## src/rtl/mcr_pkg.sv

```systemverilog
// Package: shared offsets and bit positions for the memory encryption
// region controller. Assumes 32-bit registers on a byte-addressed bus.
package mcr_pkg;
    localparam int DATA_W    = 32;
    localparam int KEY_WORDS = 4;
    localparam int BOUND_LSB = 16;
    localparam int BOUND_W   = DATA_W - BOUND_LSB;

    // word indices (byte offset / 4)
    localparam logic [5:0] W_CTRL = 6'd0;
    localparam logic [5:0] W_STAT = 6'd1;
    localparam logic [5:0] W_PRIV = 6'd3;
    localparam logic [5:0] W_WCTL = 6'd4;
    localparam logic [5:0] W_WLO  = 6'd5;
    localparam logic [5:0] W_WHI  = 6'd6;
    localparam logic [5:0] W_KEY0 = 6'd8;

    localparam int B_GLOCK  = 0;
    localparam int B_KLOCK  = 1;
    localparam int B_KVALID = 0;
    localparam int B_ENCOFF = 4;
    localparam int B_WEN    = 0;
    localparam int B_WENC   = 15;
    localparam int B_PRIV   = 0;
endpackage

```

## src/rtl/mcr_keystore.sv

```systemverilog
// Module: master key storage with the key-valid tracker.
// Assumes wr_en is already gated by every lock and privilege rule.
module mcr_keystore #(
    parameter int KEY_WORDS = 4,
    parameter int DATA_W    = 32,
    localparam int SEL_W    = $clog2(KEY_WORDS)
) (
    input  logic                        clk,
    input  logic                        rst_n,
    input  logic                        wr_en,
    input  logic [SEL_W-1:0]            word_sel,
    input  logic [DATA_W-1:0]           wdata,
    output logic [KEY_WORDS*DATA_W-1:0] key,
    output logic                        valid
);
    logic [KEY_WORDS-1:0] seen_q;

    // per-word key storage
    for (genvar g = 0; g < KEY_WORDS; g++) begin : g_word
        always_ff @(posedge clk) begin
            if (!rst_n)
                key[g*DATA_W +: DATA_W] <= '0;
            else if (wr_en && word_sel == SEL_W'(g))
                key[g*DATA_W +: DATA_W] <= wdata;
        end
    end

    // track which words were written in the current sequence
    always_ff @(posedge clk) begin
        if (!rst_n)
            seen_q <= '0;
        else if (wr_en) begin
            if (valid)
                seen_q <= KEY_WORDS'(1) << word_sel;
            else
                seen_q <= seen_q | (KEY_WORDS'(1) << word_sel);
        end
    end

    assign valid = &seen_q;


    // key-valid may only rise right after a key word write
    kvalid_rise_chk: assert property (@(posedge clk) disable iff (!rst_n)
        $rose(valid) |-> $past(wr_en));
endmodule

```

## src/rtl/mcr_region_match.sv

```systemverilog
// Module: combinational classifier of a memory address against the window.
// Assumes bounds hold address bits 31:16 and both ends are inclusive.
module mcr_region_match #(
    parameter int ADDR_W    = 32,
    parameter int BOUND_LSB = 16,
    localparam int BOUND_W  = ADDR_W - BOUND_LSB
) (
    input  logic [ADDR_W-1:0]  addr,
    input  logic [BOUND_W-1:0] lo,
    input  logic [BOUND_W-1:0] hi,
    input  logic               active,
    output logic               hit
);
    logic [BOUND_W-1:0] blk;

    // compare the block number with both bounds
    always_comb begin
        blk = addr[ADDR_W-1:BOUND_LSB];
        hit = active && (blk >= lo) && (blk <= hi);
    end
endmodule

```

## src/rtl/mcr_regfile.sv

```systemverilog
// Module: register bank with lock, privilege and read-back rules.
// Assumes one access per cycle; reads return data one cycle later.
module mcr_regfile
    import mcr_pkg::*;
#(
    parameter int ADDR_W = 8
) (
    input  logic               clk,
    input  logic               rst_n,
    input  logic               reg_wr,
    input  logic               reg_rd,
    input  logic               reg_priv,
    input  logic [ADDR_W-1:0]  reg_addr,
    input  logic [DATA_W-1:0]  reg_wdata,
    output logic [DATA_W-1:0]  reg_rdata,
    input  logic               enc_off,
    input  logic               key_valid,
    output logic               key_wr,
    output logic [1:0]         key_sel,
    output logic               win_en,
    output logic               win_enc,
    output logic [BOUND_W-1:0] win_lo,
    output logic [BOUND_W-1:0] win_hi,
    output logic               klock
);
    logic       glock_q, klock_q, priv_q;
    logic       acc_ok, wr_ok, cfg_ok;
    logic [5:0] widx;
    logic [DATA_W-1:0] rd_mux;

    // decode access permissions
    always_comb begin
        widx   = reg_addr[7:2];
        acc_ok = !(priv_q && !reg_priv);
        wr_ok  = reg_wr && acc_ok;
        cfg_ok = wr_ok && !glock_q;
        key_wr = cfg_ok && !klock_q && (widx[5:2] == W_KEY0[5:2]);
        key_sel = widx[1:0];
    end

    // set-only lock bits
    always_ff @(posedge clk) begin
        if (!rst_n) begin
            glock_q <= 1'b0;
            klock_q <= 1'b0;
        end else if (wr_ok && widx == W_CTRL) begin
            glock_q <= glock_q | reg_wdata[B_GLOCK];
            klock_q <= klock_q | reg_wdata[B_KLOCK];
        end
    end

    // window and privilege configuration
    always_ff @(posedge clk) begin
        if (!rst_n) begin
            priv_q  <= 1'b0;
            win_en  <= 1'b0;
            win_enc <= 1'b0;
            win_lo  <= '0;
            win_hi  <= '0;
        end else if (cfg_ok) begin
            case (widx)
                W_PRIV: priv_q <= reg_wdata[B_PRIV];
                W_WCTL: begin
                    win_en  <= reg_wdata[B_WEN];
                    win_enc <= reg_wdata[B_WENC];
                end
                W_WLO:  win_lo <= reg_wdata[DATA_W-1:BOUND_LSB];
                W_WHI:  win_hi <= reg_wdata[DATA_W-1:BOUND_LSB];
                default: ;
            endcase
        end
    end

    // read multiplexer
    always_comb begin
        rd_mux = '0;
        case (widx)
            W_CTRL: begin
                rd_mux[B_GLOCK] = glock_q;
                rd_mux[B_KLOCK] = klock_q;
            end
            W_STAT: begin
                rd_mux[B_KVALID] = key_valid;
                rd_mux[B_ENCOFF] = enc_off;
            end
            W_PRIV: rd_mux[B_PRIV] = priv_q;
            W_WCTL: begin
                rd_mux[B_WEN]  = win_en;
                rd_mux[B_WENC] = win_enc;
            end
            W_WLO:  rd_mux = {2'b00, win_lo[BOUND_W-3:0], {BOUND_LSB{1'b0}}};
            W_WHI:  rd_mux = {2'b00, win_hi[BOUND_W-3:0], {BOUND_LSB{1'b0}}};
            default: ;
        endcase
    end

    // registered read data, zero for refused reads
    always_ff @(posedge clk) begin
        if (!rst_n)
            reg_rdata <= '0;
        else if (reg_rd)
            reg_rdata <= acc_ok ? rd_mux : '0;
    end

    assign klock = klock_q;


    glock_sticky_chk: assert property (@(posedge clk) disable iff (!rst_n)
        glock_q |=> glock_q);

    klock_sticky_chk: assert property (@(posedge clk) disable iff (!rst_n)
        klock_q |=> klock_q);

    unpriv_read_zero_chk: assert property (@(posedge clk) disable iff (!rst_n)
        (reg_rd && priv_q && !reg_priv) |=> (reg_rdata == '0));

    glock_window_frozen_chk: assert property (@(posedge clk) disable iff (!rst_n)
        glock_q |=> ($stable(win_lo) && $stable(win_hi) && $stable(win_en) && $stable(priv_q)));
endmodule

```

## src/rtl/mem_crypt_region_ctrl.sv

```systemverilog
// Module: top of the memory encryption region controller. Joins the
// register bank, the key store and the window classifier.
// Assumes enc_off is a static hardware status input.
module mem_crypt_region_ctrl
    import mcr_pkg::*;
#(
    parameter int ADDR_W = 8
) (
    input  logic                        clk,
    input  logic                        rst_n,
    input  logic                        reg_wr,
    input  logic                        reg_rd,
    input  logic                        reg_priv,
    input  logic [ADDR_W-1:0]           reg_addr,
    input  logic [DATA_W-1:0]           reg_wdata,
    output logic [DATA_W-1:0]           reg_rdata,
    input  logic                        enc_off,
    input  logic [DATA_W-1:0]           lk_addr,
    output logic                        lk_encrypt,
    output logic [KEY_WORDS*DATA_W-1:0] master_key
);
    logic               key_valid, key_wr, win_en, win_enc, klock, active;
    logic [1:0]         key_sel;
    logic [BOUND_W-1:0] win_lo, win_hi;

    mcr_regfile #(.ADDR_W(ADDR_W)) u_regs (
        .clk(clk), .rst_n(rst_n), .reg_wr(reg_wr), .reg_rd(reg_rd),
        .reg_priv(reg_priv), .reg_addr(reg_addr), .reg_wdata(reg_wdata),
        .reg_rdata(reg_rdata), .enc_off(enc_off), .key_valid(key_valid),
        .key_wr(key_wr), .key_sel(key_sel), .win_en(win_en), .win_enc(win_enc),
        .win_lo(win_lo), .win_hi(win_hi), .klock(klock)
    );

    mcr_keystore #(.KEY_WORDS(KEY_WORDS), .DATA_W(DATA_W)) u_key (
        .clk(clk), .rst_n(rst_n), .wr_en(key_wr), .word_sel(key_sel),
        .wdata(reg_wdata), .key(master_key), .valid(key_valid)
    );

    // window is usable only when enabled, encrypting and not fused off
    assign active = win_en && win_enc && !enc_off;

    mcr_region_match #(.ADDR_W(DATA_W), .BOUND_LSB(BOUND_LSB)) u_match (
        .addr(lk_addr), .lo(win_lo), .hi(win_hi), .active(active), .hit(lk_encrypt)
    );


    klock_key_frozen_chk: assert property (@(posedge clk) disable iff (!rst_n)
        klock |=> ($stable(master_key) && $stable(key_valid)));

    fuse_bypass_chk: assert property (@(posedge clk) disable iff (!rst_n)
        enc_off |-> !lk_encrypt);
endmodule

```

## config.mk

```make
export PLATFORM = sky130hd
export DESIGN_NAME = mem_crypt_region_ctrl
export DESIGN_NICKNAME = d
export VERILOG_FILES = /design/src/rtl/mcr_pkg.sv /design/src/rtl/mcr_keystore.sv /design/src/rtl/mcr_region_match.sv /design/src/rtl/mcr_regfile.sv /design/src/rtl/mem_crypt_region_ctrl.sv
export SDC_FILE = /design/constraint.sdc
export NUM_CORES = 1
export LEC_CHECK = 0
export BUFFER_PORTS_ARGS = -buffer_cell sky130_fd_sc_hd__buf_2
export CAP_MARGIN = 20
export CORE_MARGIN = 1.5
export CORE_UTILIZATION = 50
export CTS_CLUSTER_DIAMETER = 150
export DETAILED_ROUTE_END_ITERATION = 10
export PLACE_DENSITY = 0.78
export SYNTH_ARGS = -nofsm -noshare
export SYNTH_HDL_FRONTEND = slang
export SYNTH_HIERARCHICAL = 1
export SYNTH_SLANG_ARGS = --single-unit
```

## constraint.sdc

```tcl
create_clock -name clk -period 2 [get_ports clk]
set_input_delay 0.1 -clock clk [delete_from_list [all_inputs] [get_ports clk]]
set_output_delay 0.1 -clock clk [all_outputs]
set_load 0.03 [all_outputs]
```

==> metrics.md <==
| Metric | Value |
|---|---|
| Status | `complete, but fails checks` |
| Failing checks | `negative setup slack` |
| Post-Layout Cell Count | `1293` |
| Post-DP HPWL | `approximately 14 mm` |
| F_max | `404 MHz` |
| Pre-antenna DRT Iters | `5` |
| Hold WC Path Type | `in -> reg` |
| Clock-pin slew on the worst setup and hold paths | `0.07 ns` |
| Leakage | `5.15 nW` |
| Clock power share | `44.3%` |
| CP Class | `reg -> out` |
| Clk sink count | `187` |
| Routed WL | `21.4 mm` |
| Crit. End Element | `output port` |
| Fin area | `0.0102 mm²` |
| Internal Power | `roughly 6 mW` |
| Synth warnings | `6` |
| Layout cell share with drive strength beyond 1 | `approximately 27%` |
| Routed Antenna Nets | `0` |
| Cells after Synth | `833` |
| Htree depth | `4` |
| Sequential Power Share | `49.1%` |
| Initial Util | `around 51%` |
| Grt ovf | `0` |
| Clock tree root buffer cell | `clkbuf_16` |
| # DRC | `0` |
| P_sw | `1.79 mW` |
| #FFs+latches synth | `187` |
| Startpoint types | `register` |
| Core Footprint | `0.0158 mm²` |
| Die footprint | `0.0168 mm²` |
| Rel. slew slack | `25.2%` |
| Std cell rows | `46` |
| EDFF count, synth | `0` |
| Nets | `between 1000 and 1500` |
| Vias in the first global route | `6361` |
| Clk_lat worst skew | `0.43 ns` |
| Maxcap violations | `0` |
| Dpl cell area | `0.00922 mm²` |
| Prevailing post-synth register cell | `dfxtp_1` |
| Setup_tns | `-0.473 ns` |
| Per-cell routed wire length | `~17 µm` |
| IO buf count | `between 200 and 250` |
| Tmin final | `2.47 ns` |
| Cts bufs inserted | `17` |
| GPL Wtd Cong | `0.845` |
| First-pass GRT wire length | `31.8 mm` |
| Skew final | `0.00827 ns` |
| Slew @ Worst Pin | `1.12 ns` |
| Switching part of the total | `23.4%` |
| CTS tree | `done` |
| Syn Std Cell Area | `0.00803 mm²` |
| # IOs | `239` |
| Yosys cell types | `47` |
| Filler cells | `1317` |
| Largest net degree at the start of global routing | `just under 200` |
| Endpoints failing setup | `1` |
| # diodes | `0` |
| Via Count | `~6700` |
| Placed Cells | `1233` |
| GRT Util Overall | `24.3%` |
| Clk buf depth | `2` |
| Max IR drop VDD | `0.529 mV` |
| Sequential area share after synthesis | `46.6%` |
| WP data required | `1.90 ns` |
| Chip Width | `130 µm` |
| Critical path peak fanout | `2` |
| Initial antenna violation count | `0` |
| Synthesized area per cell | `9.64 µm²` |
| Final Max Tran Viols | `0` |
| Fin worst setup slack | `-0.473 ns` |
| RSZ-0062 raised after global routing | `yes` |
| Worst path arrival time | `~2.4 ns` |
| Syn-to-layout area delta | `27.3%` |
| Combinational power share | `6.6%` |
| Drt first-iter violations | `415` |
| Pwr/cell area | `746 mW/mm²` |
| Final Cycle Share | `124%` |
| FFs w/ async S/R, synth | `0%` |
| Final hold viol count | `0` |
| Die Y | `between 100 and 150 µm` |
| Vias per cell | `5.15` |
==> cell usage after synthesis, drive strengths merged (3+ instances only) <==
cell	number	area [µm²]
dfxtp	187	3740
a21oi	12	60.1
inv	35	131
nand2	214	803
or3	3	18.8
nor2b	6	37.5
mux2i	147	1470
nor2	6	22.5
clkbuf	17	63.8
and4	6	58.8
a41oi	3	26.3
nand3b	3	22.5
nand4	4	25.0
buf	47	404
a221o	14	140
nand3	25	130
o22ai	5	31.3
and3	3	18.8
o21ai	23	115
ha	32	400
nand2b	3	18.8
and2	17	106
==> worst max-delay path, stage by stage, from the launching register on <==
cell	delay, ns
dfxtp_2	0.35
inv_2	0.05
ha_4	0.26
nand4_1	0.12
or4_1	0.50
or3_1	0.33
a22oi_2	0.19
buf_6	0.15
==> stage by stage <==
| step | worst slack, ns | util, % | total power [mW] | hold WS (ns) |
|---|---|---|---|---|
| global route | -0.559 | 64.8 | 7.87 | 0.0154 |
| detailed placement | -0.0649 | 58.5 | 4.27 | 0.386 |
| finish | -0.473 | 64.8 | 7.62 | 0.0148 |
| CTS | -0.454 | 64.1 | 7.66 | 0.000274 |
| floorplan | 0.00823 | - | 4.13 | 0.242 |
| global placement | -0.0448 | 58.5 | 4.26 | 0.380 |
==> sequential cells by signal, indices dropped and copies added, names as in the netlist <==
name and cells:
u_key/key 128, u_regs/reg_rdata 18, u_regs/win_hi 16, u_regs/win_lo 16
u_key/seen_q 4, u_regs/glock_q 1, u_regs/klock 1, u_regs/priv_q 1
u_regs/win_en 1, u_regs/win_enc 1
==> cells in the final DEF (no fill, tap or decap), types with 14 or more instances in the layout <==
| cell | instances |
|---|---|
| buf_2 | 204 |
| buf_4 | 24 |
| a221o_1 | 14 |
| conb_1 | 14 |
| o21ai_0 | 23 |
| ha_1 | 27 |
| nand2_1 | 214 |
| inv_1 | 33 |
| dfxtp_1 | 181 |
| nand3_1 | 24 |
| dlygate4sd3_1 | 25 |
| clkbuf_16 | 19 |
| mux2i_1 | 147 |
==> cell type report <==
class / count / area, µm² / area share, %
multi-input cells: 560 / 3830 / 37.4
flip-flops and latches: 187 / 3750 / 36.7
repair buffers: 263 / 1640 / 16.1
well taps: 216 / 270 / 2.64
clock buffers: 20 / 457 / 4.47
inverters: 35 / 131 / 1.29
clock inverters: 12 / 139 / 1.36
==> metal layers <==
metal | global-route usage (%) | part of all wire, % | wire length (µm) | vias to the layer above
met5 | 0 | 0 | 0 | -
met4 | 7.91 | 1.5 | 326 | 0
met3 | 7.38 | 5.9 | 1260 | 27
met2 | 40.7 | 48 | 10200 | 214
met1 | 30.0 | 45 | 9570 | 3154
li1 | - | - | - | 3258
==> worst paths after layout <==
| check | slack [ns] | endpoint | cells past startpoint | start |
|---|---|---|---|---|
| setup reg to reg | 0.12 | u_key/key[14] | 7 | u_regs/glock_q |
| setup / recovery | -0.47 | lk_encrypt | 7 | u_regs/win_hi[8] |
| hold / removal | 0.01 | u_regs/win_hi[13] | 3 | reg_wdata[29] |
| hold reg to reg | 0.45 | u_key/key[11] | 2 | u_key/key[11] |
==> logic make-up (layout without fill, tap and decap cells) <==
| group | after synthesis | after routing | share of synthesized area [%] |
|---|---|---|---|
| AO/OA/AOI/OAI | 65 | 65 | 5.44 |
| multiplexers | 148 | 148 | 18.5 |
| buffers and inverters | 99 | 330 | 7.46 |
| flip-flops | 187 | 187 | 46.6 |
| AND/OR/NAND/NOR | 301 | 301 | 17.0 |
| other | 1 | 14 | 0.0467 |
| adder cells (fa/ha/maj) | 32 | 32 | 4.99 |
==> timing repair <==
item                                    in CTS  in global routing
buffers inserted                             0                  1
resized for setup                           12                  6
hold endpoints to repair                    60                  0
endpoints found under the setup margin       1                 34
cloned                                       0                  2
hold buffers                                25                  0
==> power by group through the flow <==
stage | sequential, mW | clock, mW | combinational, mW
floorplan | 3.85 | 0 | 0.278
detailed placement | 3.83 | 0 | 0.442
global route | 3.74 | 3.58 | 0.546
CTS | 3.74 | 3.43 | 0.486
finish | 3.74 | 3.38 | 0.501
global placement | 3.83 | 0 | 0.433
(Power assumes the default switching activity.)
